## config.mk

```make
export PLATFORM = sky130hd
export DESIGN_NAME = pin_wavegen
export DESIGN_NICKNAME = d
export VERILOG_FILES = /design/src/rtl/pintg_pkg.sv /design/src/rtl/pintg_period_ctr.sv /design/src/rtl/pintg_timing_regs.sv /design/src/rtl/pintg_formatter.sv /design/src/rtl/pin_wavegen.sv
export SDC_FILE = /design/constraint.sdc
export NUM_CORES = 1
export LEC_CHECK = 0
export ABC_AREA = 1
export CORE_ASPECT_RATIO = 1.1
export CORE_MARGIN = 2
export CORE_UTILIZATION = 52
export CTS_CLUSTER_DIAMETER = 200
export CTS_CLUSTER_SIZE = 28
export DETAILED_ROUTE_END_ITERATION = 6
export PLACE_DENSITY = 0.84
export SLEW_MARGIN = 10
export SYNTH_ARGS = -nofsm -noshare
export SYNTH_HDL_FRONTEND = slang
export SYNTH_SLANG_ARGS = --single-unit
export TNS_END_PERCENT = 30
```

## constraint.sdc

```tcl
create_clock -name clk -period 1.79 [get_ports clk]
set_input_delay 0.179 -clock clk [delete_from_list [all_inputs] [get_ports clk]]
set_output_delay 0.179 -clock clk [all_outputs]
set_load 0.02 [all_outputs]
```

## src/rtl/pintg_pkg.sv

```systemverilog
package pintg_pkg;

    typedef enum logic [1:0] {
        FMT_NR     = 2'd0,
        FMT_RZ     = 2'd1,
        FMT_RO     = 2'd2,
        FMT_NR_ALT = 2'd3
    } fmt_e;

    typedef enum logic {
        ST_IDLE = 1'b0,
        ST_RUN  = 1'b1
    } run_e;

endpackage

```

## src/rtl/pintg_period_ctr.sv

```systemverilog
module pintg_period_ctr #(
    parameter int W = 8
) (
    input  logic         clk,
    input  logic         rst_n,
    input  logic         restart,
    input  logic         advance,
    input  logic [W-1:0] period,
    output logic [W-1:0] cnt,
    output logic         last
);
    localparam logic [W-1:0] ONE = W'(1);

    always_ff @(posedge clk or negedge rst_n) begin
        if (!rst_n)
            cnt <= '0;
        else if (restart)
            cnt <= '0;
        else if (advance)
            cnt <= cnt + ONE;
    end

    assign last = (cnt == (period - ONE));
endmodule

```

## src/rtl/pintg_timing_regs.sv

```systemverilog
module pintg_timing_regs
    import pintg_pkg::*;
#(
    parameter int W = 8,
    parameter logic [W-1:0] RST_PERIOD = W'(4),
    parameter logic [W-1:0] RST_LEAD   = W'(0),
    parameter logic [W-1:0] RST_TRAIL  = W'(2)
) (
    input  logic         clk,
    input  logic         rst_n,
    input  logic         wr_en,
    input  logic [W-1:0] wr_period,
    input  logic [W-1:0] wr_lead,
    input  logic [W-1:0] wr_trail,
    input  fmt_e         wr_fmt,
    input  logic         load,
    output logic [W-1:0] act_period,
    output logic [W-1:0] act_lead,
    output logic [W-1:0] act_trail,
    output fmt_e         act_fmt,
    output logic         act_bad
);
    logic [W-1:0] sh_period, sh_lead, sh_trail;
    fmt_e         sh_fmt;

    always_ff @(posedge clk or negedge rst_n) begin
        if (!rst_n) begin
            sh_period <= RST_PERIOD;
            sh_lead   <= RST_LEAD;
            sh_trail  <= RST_TRAIL;
            sh_fmt    <= FMT_NR;
        end else if (wr_en) begin
            sh_period <= wr_period;
            sh_lead   <= wr_lead;
            sh_trail  <= wr_trail;
            sh_fmt    <= wr_fmt;
        end
    end

    always_ff @(posedge clk or negedge rst_n) begin
        if (!rst_n) begin
            act_period <= RST_PERIOD;
            act_lead   <= RST_LEAD;
            act_trail  <= RST_TRAIL;
            act_fmt    <= FMT_NR;
        end else if (load) begin
            act_period <= sh_period;
            act_lead   <= sh_lead;
            act_trail  <= sh_trail;
            act_fmt    <= sh_fmt;
        end
    end

    assign act_bad = (act_lead >= act_trail) || (act_trail >= act_period);
endmodule

```

## src/rtl/pintg_formatter.sv

```systemverilog
module pintg_formatter
    import pintg_pkg::*;
#(
    parameter int W = 8
) (
    input  fmt_e         fmt,
    input  logic [W-1:0] lead,
    input  logic [W-1:0] trail,
    input  logic [W-1:0] tick,
    input  logic         bad,
    input  logic         data,
    input  logic         prev,
    output logic         level
);
    logic in_win;

    assign in_win = (tick >= lead) && (tick < trail);

    always_comb begin
        if (bad) begin
            level = data;
        end else begin
            unique case (fmt)
                FMT_RZ:  level = in_win ? data : 1'b0;
                FMT_RO:  level = in_win ? data : 1'b1;
                default: level = (tick < lead) ? prev : data;
            endcase
        end
    end
endmodule

```

## src/rtl/pin_wavegen.sv

```systemverilog
module pin_wavegen
    import pintg_pkg::*;
#(
    parameter int W = 8
) (
    input  logic         clk,
    input  logic         rst_n,
    input  logic         cfg_wr,
    input  logic [W-1:0] cfg_period,
    input  logic [W-1:0] cfg_lead,
    input  logic [W-1:0] cfg_trail,
    input  logic [1:0]   cfg_fmt,
    input  logic         vec_valid,
    output logic         vec_ready,
    input  logic         vec_data,
    input  logic         vec_drive,
    output logic         pin_level,
    output logic         pin_oe,
    output logic         cfg_err
);
    run_e         state, state_nx;
    logic [W-1:0] cnt;
    logic         last;
    logic         accept;
    logic [W-1:0] act_period, act_lead, act_trail;
    fmt_e         act_fmt;
    logic         act_bad;
    logic         cur_data, prev_data, cur_drive;
    logic         shaped;

    assign accept = vec_valid && vec_ready;

    pintg_period_ctr #(.W(W)) u_ctr (
        .clk     (clk),
        .rst_n   (rst_n),
        .restart (accept),
        .advance (state == ST_RUN),
        .period  (act_period),
        .cnt     (cnt),
        .last    (last)
    );

    pintg_timing_regs #(.W(W)) u_regs (
        .clk        (clk),
        .rst_n      (rst_n),
        .wr_en      (cfg_wr),
        .wr_period  (cfg_period),
        .wr_lead    (cfg_lead),
        .wr_trail   (cfg_trail),
        .wr_fmt     (fmt_e'(cfg_fmt)),
        .load       (accept),
        .act_period (act_period),
        .act_lead   (act_lead),
        .act_trail  (act_trail),
        .act_fmt    (act_fmt),
        .act_bad    (act_bad)
    );

    pintg_formatter #(.W(W)) u_fmt (
        .fmt   (act_fmt),
        .lead  (act_lead),
        .trail (act_trail),
        .tick  (cnt),
        .bad   (act_bad),
        .data  (cur_data),
        .prev  (prev_data),
        .level (shaped)
    );

    always_ff @(posedge clk or negedge rst_n) begin
        if (!rst_n) begin
            cur_data  <= 1'b0;
            prev_data <= 1'b0;
            cur_drive <= 1'b0;
        end else if (accept) begin
            cur_data  <= vec_data;
            prev_data <= cur_data;
            cur_drive <= vec_drive;
        end
    end

    always_ff @(posedge clk or negedge rst_n) begin
        if (!rst_n)
            state <= ST_IDLE;
        else
            state <= state_nx;
    end

    always_comb begin
        state_nx = state;
        unique case (state)
            ST_IDLE: if (vec_valid) state_nx = ST_RUN;
            ST_RUN:  if (last && !vec_valid) state_nx = ST_IDLE;
            default: state_nx = ST_IDLE;
        endcase
    end

    always_comb begin
        vec_ready = 1'b0;
        pin_oe    = 1'b0;
        pin_level = 1'b0;
        cfg_err   = 1'b0;
        unique case (state)
            ST_IDLE: vec_ready = 1'b1;
            ST_RUN: begin
                vec_ready = last;
                pin_oe    = cur_drive;
                pin_level = cur_drive & shaped;
                cfg_err   = act_bad;
            end
            default: vec_ready = 1'b0;
        endcase
    end
endmodule

```

==> flow_summary.json, run 1 <==
{
  "core_region_area_sq_um": 6670,
  "syn_nets": 473,
  "dp_cells": 541,
  "postRouteAntennaNets": 0,
  "fin_crit_ns": 2.82,
  "rrSetupSlack_ns": -0.68,
  "place_area_sq_um": 4310,
  "die_area_sq_um": 7680,
  "start_util": 0.545,
  "hold_viol": 0,
  "drt_iter0_drc": 432,
  "finalSetupViolCount": 41,
  "vias": 3575,
  "firstDrtPassIters": 5,
  "drt_wl_total_um": 12400,
  "synth_ff_type": "dfrtp_1",
  "grt_pass1_wl_um": 17400,
  "grt.overflow.total": 0,
  "cts_tree": "built",
  "die_x_um": 83.8,
  "cpLargestDelayFamily": "compound AO/OA/AOI/OAI gates",
  "synth_largest_area_cell": "dfrtp_1",
  "synth-edff-count": 0,
  "dp_hpwl_um": 5960,
  "nNetsFinal": 548,
  "ys_seq_area_frac": 0.442,
  "drive_above_1_share": 0.342,
  "slew_viol_final": 0,
  "path_cells": "inv_1 > ha_1 > nand2_1 > nor2_1 > a211oi_2 > nand3_2 > nor2_4 > o21ai_2 > a21oi_2 > buf_6",
  "worstReg2RegStart": "u_regs.act_period[1]",
  "cts_root_buf": "clkbuf_8",
  "cts.sinks": 64,
  "cp.buffers_inverters": 2,
  "layout.cells.non_filler": 568,
  "antennaDiodeCount": 0,
  "rows": 31,
  "grt_usage": 0.291,
  "start_kind": "flip-flop",
  "p_leak_nw": 2.39,
  "yosysMostFrequentCell": "nand2_1",
  "crit_required_ns": 1.61,
  "async_flop_share": 1.00,
  "die_y_um": 91.7,
  "drv_cap": 0,
  "antenna_found_initial": 0,
  "failed_checks": "setup timing",
  "rr_endpoint": "u_regs.act_period[3]",
  "power_mw": 5.13,
  "rsz0062_at_grt": "yes",
  "synth-seq-cells": 64,
  "design_area_sq_um": 5010,
  "syn-cell-area_sq_um": 3640,
  "ir_worst_vdd_v": 0.000931,
  "yosys.cell_types.count": 26,
  "status": "complete, but fails checks",
  "cp-end-kind": "output pin",
  "synthCells": 406,
  "cp_max_fo": 3,
  "syn2layout_area_growth_pct": 37.7,
  "critPathKind": "flip-flop to output pin",
  "power.density_nw_per_um2": 1020,
  "gp_congestion": 0.904,
  "port_buffers": 35,
  "ys_warn_count": 0,
  "viasPerCell": 6.29,
  "finalWorstSetupSlack_ns": -1.03,
  "path_clk_slew_ns": 0.08,
  "synth_area_per_cell_sq_um": 8.96,
  "ys_top_cells_by_count": "nand2_1 (101), dfrtp_1 (60), inv_1 (47)",
  "wire_per_inst_um": 21.8,
  "arrival_ns": 2.64,
  "pin_count": 36,
  "relSlewSlack": 0.695,
  "clk-insertion-delay-late_ns": 0.36,
  "grt_max_degree": 65,
  "worst-r2r-cell-count": 14,
  "cts_made_buffers": 9,
  "fin_hold_ws_ns": 0.359,
  "cts_max_path_buffers": 2,
  "hold_class": "input port to async pin",
  "critical_path.max_stage_delay_ns": 0.47,
  "synth_top_area_share": 0.413,
  "crit_slowest_cell": "dfrtp_1",
  "synth.area.top_cells": "dfrtp_1 (41%), ha_1 (12%), nand2_1 (10%)",
  "worst_pin_slew_ns": 0.457,
  "setup_tns_ns": -25.36,
  "drc": 0,
  "post-route-period-util": 1.58,
  "max_freq_mhz": 355,
  "skew_ns": 0.0176,
  "ctsHtreeMaxLevel": 3,
  "first_global_vias": 3451
}
-- cells in the final DEF, fill, tap and decap left out, types with 2 or more instances in the layout --
| master | count |
|---|---|
| dfrtp_1 | 57 |
| clkbuf_8 | 11 |
| nor2_4 | 4 |
| dfstp_2 | 4 |
| nand3_1 | 32 |
| clkinv_2 | 2 |
| nand4_1 | 8 |
| dfrtp_2 | 3 |
| buf_12 | 4 |
| clkinvlp_4 | 2 |
| inv_1 | 43 |
| nor3_1 | 2 |
| xnor2_1 | 6 |
| nand2_4 | 9 |
| inv_4 | 2 |
| ha_1 | 30 |
| a21oi_2 | 4 |
| nor2_1 | 14 |
| buf_4 | 28 |
| a21oi_1 | 15 |
| nand2_2 | 29 |
| nor2_2 | 2 |
| inv_2 | 4 |
| nand3_2 | 5 |
| o21ai_2 | 2 |
| o21ai_0 | 4 |
| buf_16 | 3 |
| nand2_1 | 63 |
| xor2_1 | 10 |
| ha_4 | 5 |
| clkdlybuf4s50_1 | 30 |
| o21ai_1 | 2 |
| mux2_2 | 26 |
| buf_6 | 9 |
| a211oi_2 | 2 |
-- through the flow --
step                setup WS (ns)   util
global route                -1.10  0.751
global placement           -0.638  0.646
detailed placement         -0.713  0.646
finish                      -1.03  0.751
floorplan                 -0.0232      -
CTS                        -0.537  0.724
-- power by group --
| group | internal, mW | leakage [nW] | switching [mW] |
|---|---|---|---|
| logic | 0.847 | 1.49 | 1.15 |
| registers | 1.62 | 0.803 | 0.193 |
| clock network | 0.714 | 0.101 | 0.594 |
-- flip-flops by register name, summed over array words and instances, names as in the netlist --
signal             flops
prev_data              1
state                  1
u_regs.act_period      8
cur_drive              1
u_regs.sh_period       8
u_regs.sh_lead         8
u_regs.sh_trail        8
u_regs.act_trail       8
u_regs.sh_fmt          2
u_regs.act_fmt         2
u_ctr.cnt              8
cur_data               1
u_regs.act_lead        8
-- logic make-up (layout without fill, tap and decap cells) --
group                      count (synthesis)  count (layout)  share of synthesized area
DFF                                       64              64                      0.442
AOI/OAI and AO/OA                         31              31                     0.0454
buffers and inverters                     63             143                     0.0736
adders and majority gates                 35              35                      0.120
and+or+nand+nor                          171             171                      0.200
xor gates and xnor gates                  16              16                     0.0385
muxes                                     26              26                     0.0805
-- what timing repair did --
item / CTS / global route
setup buffers: 6 / 2
pin swaps: 17 / 19
hold buffers: 1 / 0
cloned: 3 / 1
hold endpoints to repair: 60 / 0
gates resized for setup: 69 / 46
endpoints found under the setup margin: 41 / 42
-- how the worst max path moves through the flow --
stage | cells after the start | from | endpoint | slack, ns
2_1_floorplan | 11 | u_regs.act_trail[1] | pin_level | -0.02
3_3_place_gp | 12 | u_regs.act_trail[1] | pin_level | -0.64
3_5_place_dp | 12 | u_regs.act_trail[1] | pin_level | -0.71
4_1_cts | 11 | u_regs.act_lead[7] | pin_level | -0.54
5_1_grt | 10 | u_regs.act_trail[7] | pin_level | -1.10
6_report | 10 | u_regs.act_trail[6] | pin_level | -1.03
-- layer usage --
metal,part of all wire,GRT usage,vias to the layer above
met4,0.084,0.184,0
met2,0.48,0.485,292
met5,0,0,-
met1,0.35,0.342,1689
li1,-,-,1483
met3,0.081,0.0612,111
-- final cells by class --
class / instances / area (sq um)
fill: 387 / 1660
clock inverter: 5 / 55.1
clock buffer: 11 / 151
tap: 82 / 103
timing repair buffer: 78 / 827
sequential: 64 / 1610
inverter: 49 / 189
multi-input combinational: 279 / 2080
-- worst min-delay path: stages --
cell and delay [ns]:
dlygate4sd3_1 0.52, buf_2 0.12, buf_12 0.29
(Power assumes the default switching activity.)
==> run 2, diff against run 1 <==
--- a/config.mk
+++ b/config.mk
@@ -6,13 +6,15 @@
 export NUM_CORES = 1
 export LEC_CHECK = 0
 export ABC_AREA = 1
-export CORE_ASPECT_RATIO = 1.1
+export CAP_MARGIN = 20
+export CORE_ASPECT_RATIO = 1.2
 export CORE_MARGIN = 2
-export CORE_UTILIZATION = 52
+export CORE_UTILIZATION = 55
 export CTS_CLUSTER_DIAMETER = 200
 export CTS_CLUSTER_SIZE = 28
 export DETAILED_ROUTE_END_ITERATION = 6
-export PLACE_DENSITY = 0.84
+export DONT_BUFFER_PORTS = 1
+export PLACE_DENSITY = 0.8
 export SLEW_MARGIN = 10
 export SYNTH_ARGS = -nofsm -noshare
 export SYNTH_HDL_FRONTEND = slang
==> flow_summary.json, run 2 (synthesis gave the netlist of run 1 again) <==
{
  "status": "complete, but fails checks",
  "failed_checks": "setup timing",
  "cts_max_path_buffers": 2,
  "p_seq_frac": 0.314,
  "rrSetupSlack_ns": -0.71,
  "ctsHtreeMaxLevel": 3,
  "die_y_um": 93.1,
  "worst-r2r-cell-count": 14,
  "grt_max_degree": 65,
  "cts_root_buf": "clkbuf_8",
  "critPathKind": "flip-flop to output pin",
  "firstDrtPassIters": 6,
  "rr_endpoint": "u_regs.act_period[3]",
  "die_x_um": 78.3,
  "core_region_area_sq_um": 6410,
  "post-route-period-util": 1.60,
  "skew_ns": 0.0101,
  "fin_hold_ws_ns": 0.142,
  "drt_iter0_drc": 811,
  "clk-insertion-delay-late_ns": 0.37,
  "hold_class": "input port to flip-flop",
  "pre_cts_slack_ns": -0.230,
  "grt.overflow.total": 0,
  "combPwrFrac": 0.438,
  "start_util": 0.568,
  "port_buffers": 0,
  "worstHoldStart": "vec_valid",
  "max_freq_mhz": 350,
  "slew_viol_final": 0,
  "cp-end-kind": "output pin",
  "antennaDiodeCount": 0,
  "die_area_sq_um": 7290,
  "drv_cap": 0,
  "pin_count": 36,
  "power_mw": 5.97,
  "finalWorstSetupSlack_ns": -1.07,
  "fin_crit_ns": 2.86,
  "arrival_ns": 2.68,
  "worst_pin_slew_ns": 0.573,
  "cp_max_fo": 3,
  "rows": 32,
  "relSlewSlack": 0.616,
  "min_path_cells": 3,
  "drc": 0,
  "final_cell_mix": "nand2_1 (70), dfrtp_1 (55), dlygate4sd3_1 (55), inv_1 (40), buf_4 (38)",
  "p_int_mw": 3.48,
  "pwr-share-clk": 0.248,
  "path_clk_slew_ns": 0.09,
  "hold_viol": 0,
  "drt_wl_total_um": 17400,
  "grt_usage": 0.407,
  "cts.sinks": 64,
  "nNetsFinal": 579,
  "antenna_found_initial": 0,
  "syn2layout_area_growth_pct": 52.3,
  "fillerInstances": 225,
  "switching_power_mw": 2.49,
  "drive_above_1_share": 0.391,
  "ir_worst_vdd_v": 0.000984,
  "vias": 4153,
  "first_global_vias": 4022,
  "cts_made_buffers": 9,
  "power.density_nw_per_um2": 1080,
  "gp_congestion": 0.942,
  "swShare": 0.417,
  "postRouteAntennaNets": 0,
  "finalSetupViolCount": 41,
  "viasPerCell": 6.90,
  "final_common_cell": "nand2_1",
  "start_kind": "flip-flop",
  "grt_pass1_wl_um": 21800,
  "p_leak_nw": 2.53,
  "wire_per_inst_um": 28.9,
  "rsz0062_at_grt": "yes",
  "utilization": 0.865,
  "setup_tns_ns": -25.22,
  "crit_required_ns": 1.61,
  "dp_hpwl_um": 5530,
  "cts_tree": "built",
  "hold_end": "u_ctr.cnt[1]",
  "worstReg2RegStart": "u_regs.act_period[0]"
}
-- run 2: per-layer routing --
metal | track usage | up-vias | wire length [um]
met2 | 0.651 | 502 | 7520
met4 | 0.257 | 0 | 1820
met3 | 0.109 | 200 | 2520
met5 | 0 | - | 0
li1 | - | 1540 | -
met1 | 0.486 | 1911 | 5570
-- run 2: per-stage QoR --
stage	std cells	instance area (sq um)
CTS	596	5230
floorplan	406	3680
global route	602	5540
finish	602	5540
global placement	510	3970
detailed placement	510	3970
-- run 2: worst max path at each step --
| stage | start | to | slack [ns] | depth (start not counted) |
|---|---|---|---|---|
| 3_5_place_dp | u_regs.act_trail[1] | pin_level | -0.23 | 12 |
| 4_1_cts | u_ctr.cnt[5] | pin_level | -0.51 | 11 |
| 5_1_grt | u_regs.act_trail[7] | pin_level | -1.10 | 11 |
| 2_1_floorplan | u_regs.act_trail[1] | pin_level | -0.02 | 11 |
| 3_3_place_gp | u_regs.act_trail[1] | pin_level | -0.18 | 12 |
| 6_report | u_regs.act_trail[7] | pin_level | -1.07 | 11 |
-- run 2: cell type report --
type	count	area [sq um]	share of cell area
clock buffer	10	128	0.0230
clock inverter	6	92.6	0.0167
inverter	49	186	0.0336
multi-input combinational	279	2230	0.403
sequential	64	1610	0.291
tap	85	106	0.0192
timing repair buffer	109	1180	0.213
-- run 2: power groups by stage --
stage	Clock (mW)	Sequential, mW	Combinational (mW)
floorplan	0	1.80	0.990
detailed placement	0	1.81	1.44
global placement	0	1.80	1.39
global route	1.52	1.87	2.67
finish	1.48	1.87	2.61
CTS	1.40	1.79	1.76
-- run 2: repair_timing --
item	CTS	global route
endpoints found under the hold margin	127	0
resized for setup	51	68
hold buffers	57	0
pin swaps	29	33
gates cloned	6	0
buffers inserted	7	6
setup endpoints to repair	41	41
-- run 2: critical path: stages, from the launching register on --
cell and delay, ns:
dfrtp_1 0.40, inv_1 0.12, ha_1 0.33, nand2_1 0.11, nor2_1 0.48, a21oi_4 0.17, nand3_1 0.14, nand2_1 0.09
nand3_1 0.10, nand2_1 0.08, a21oi_2 0.14, buf_6 0.13
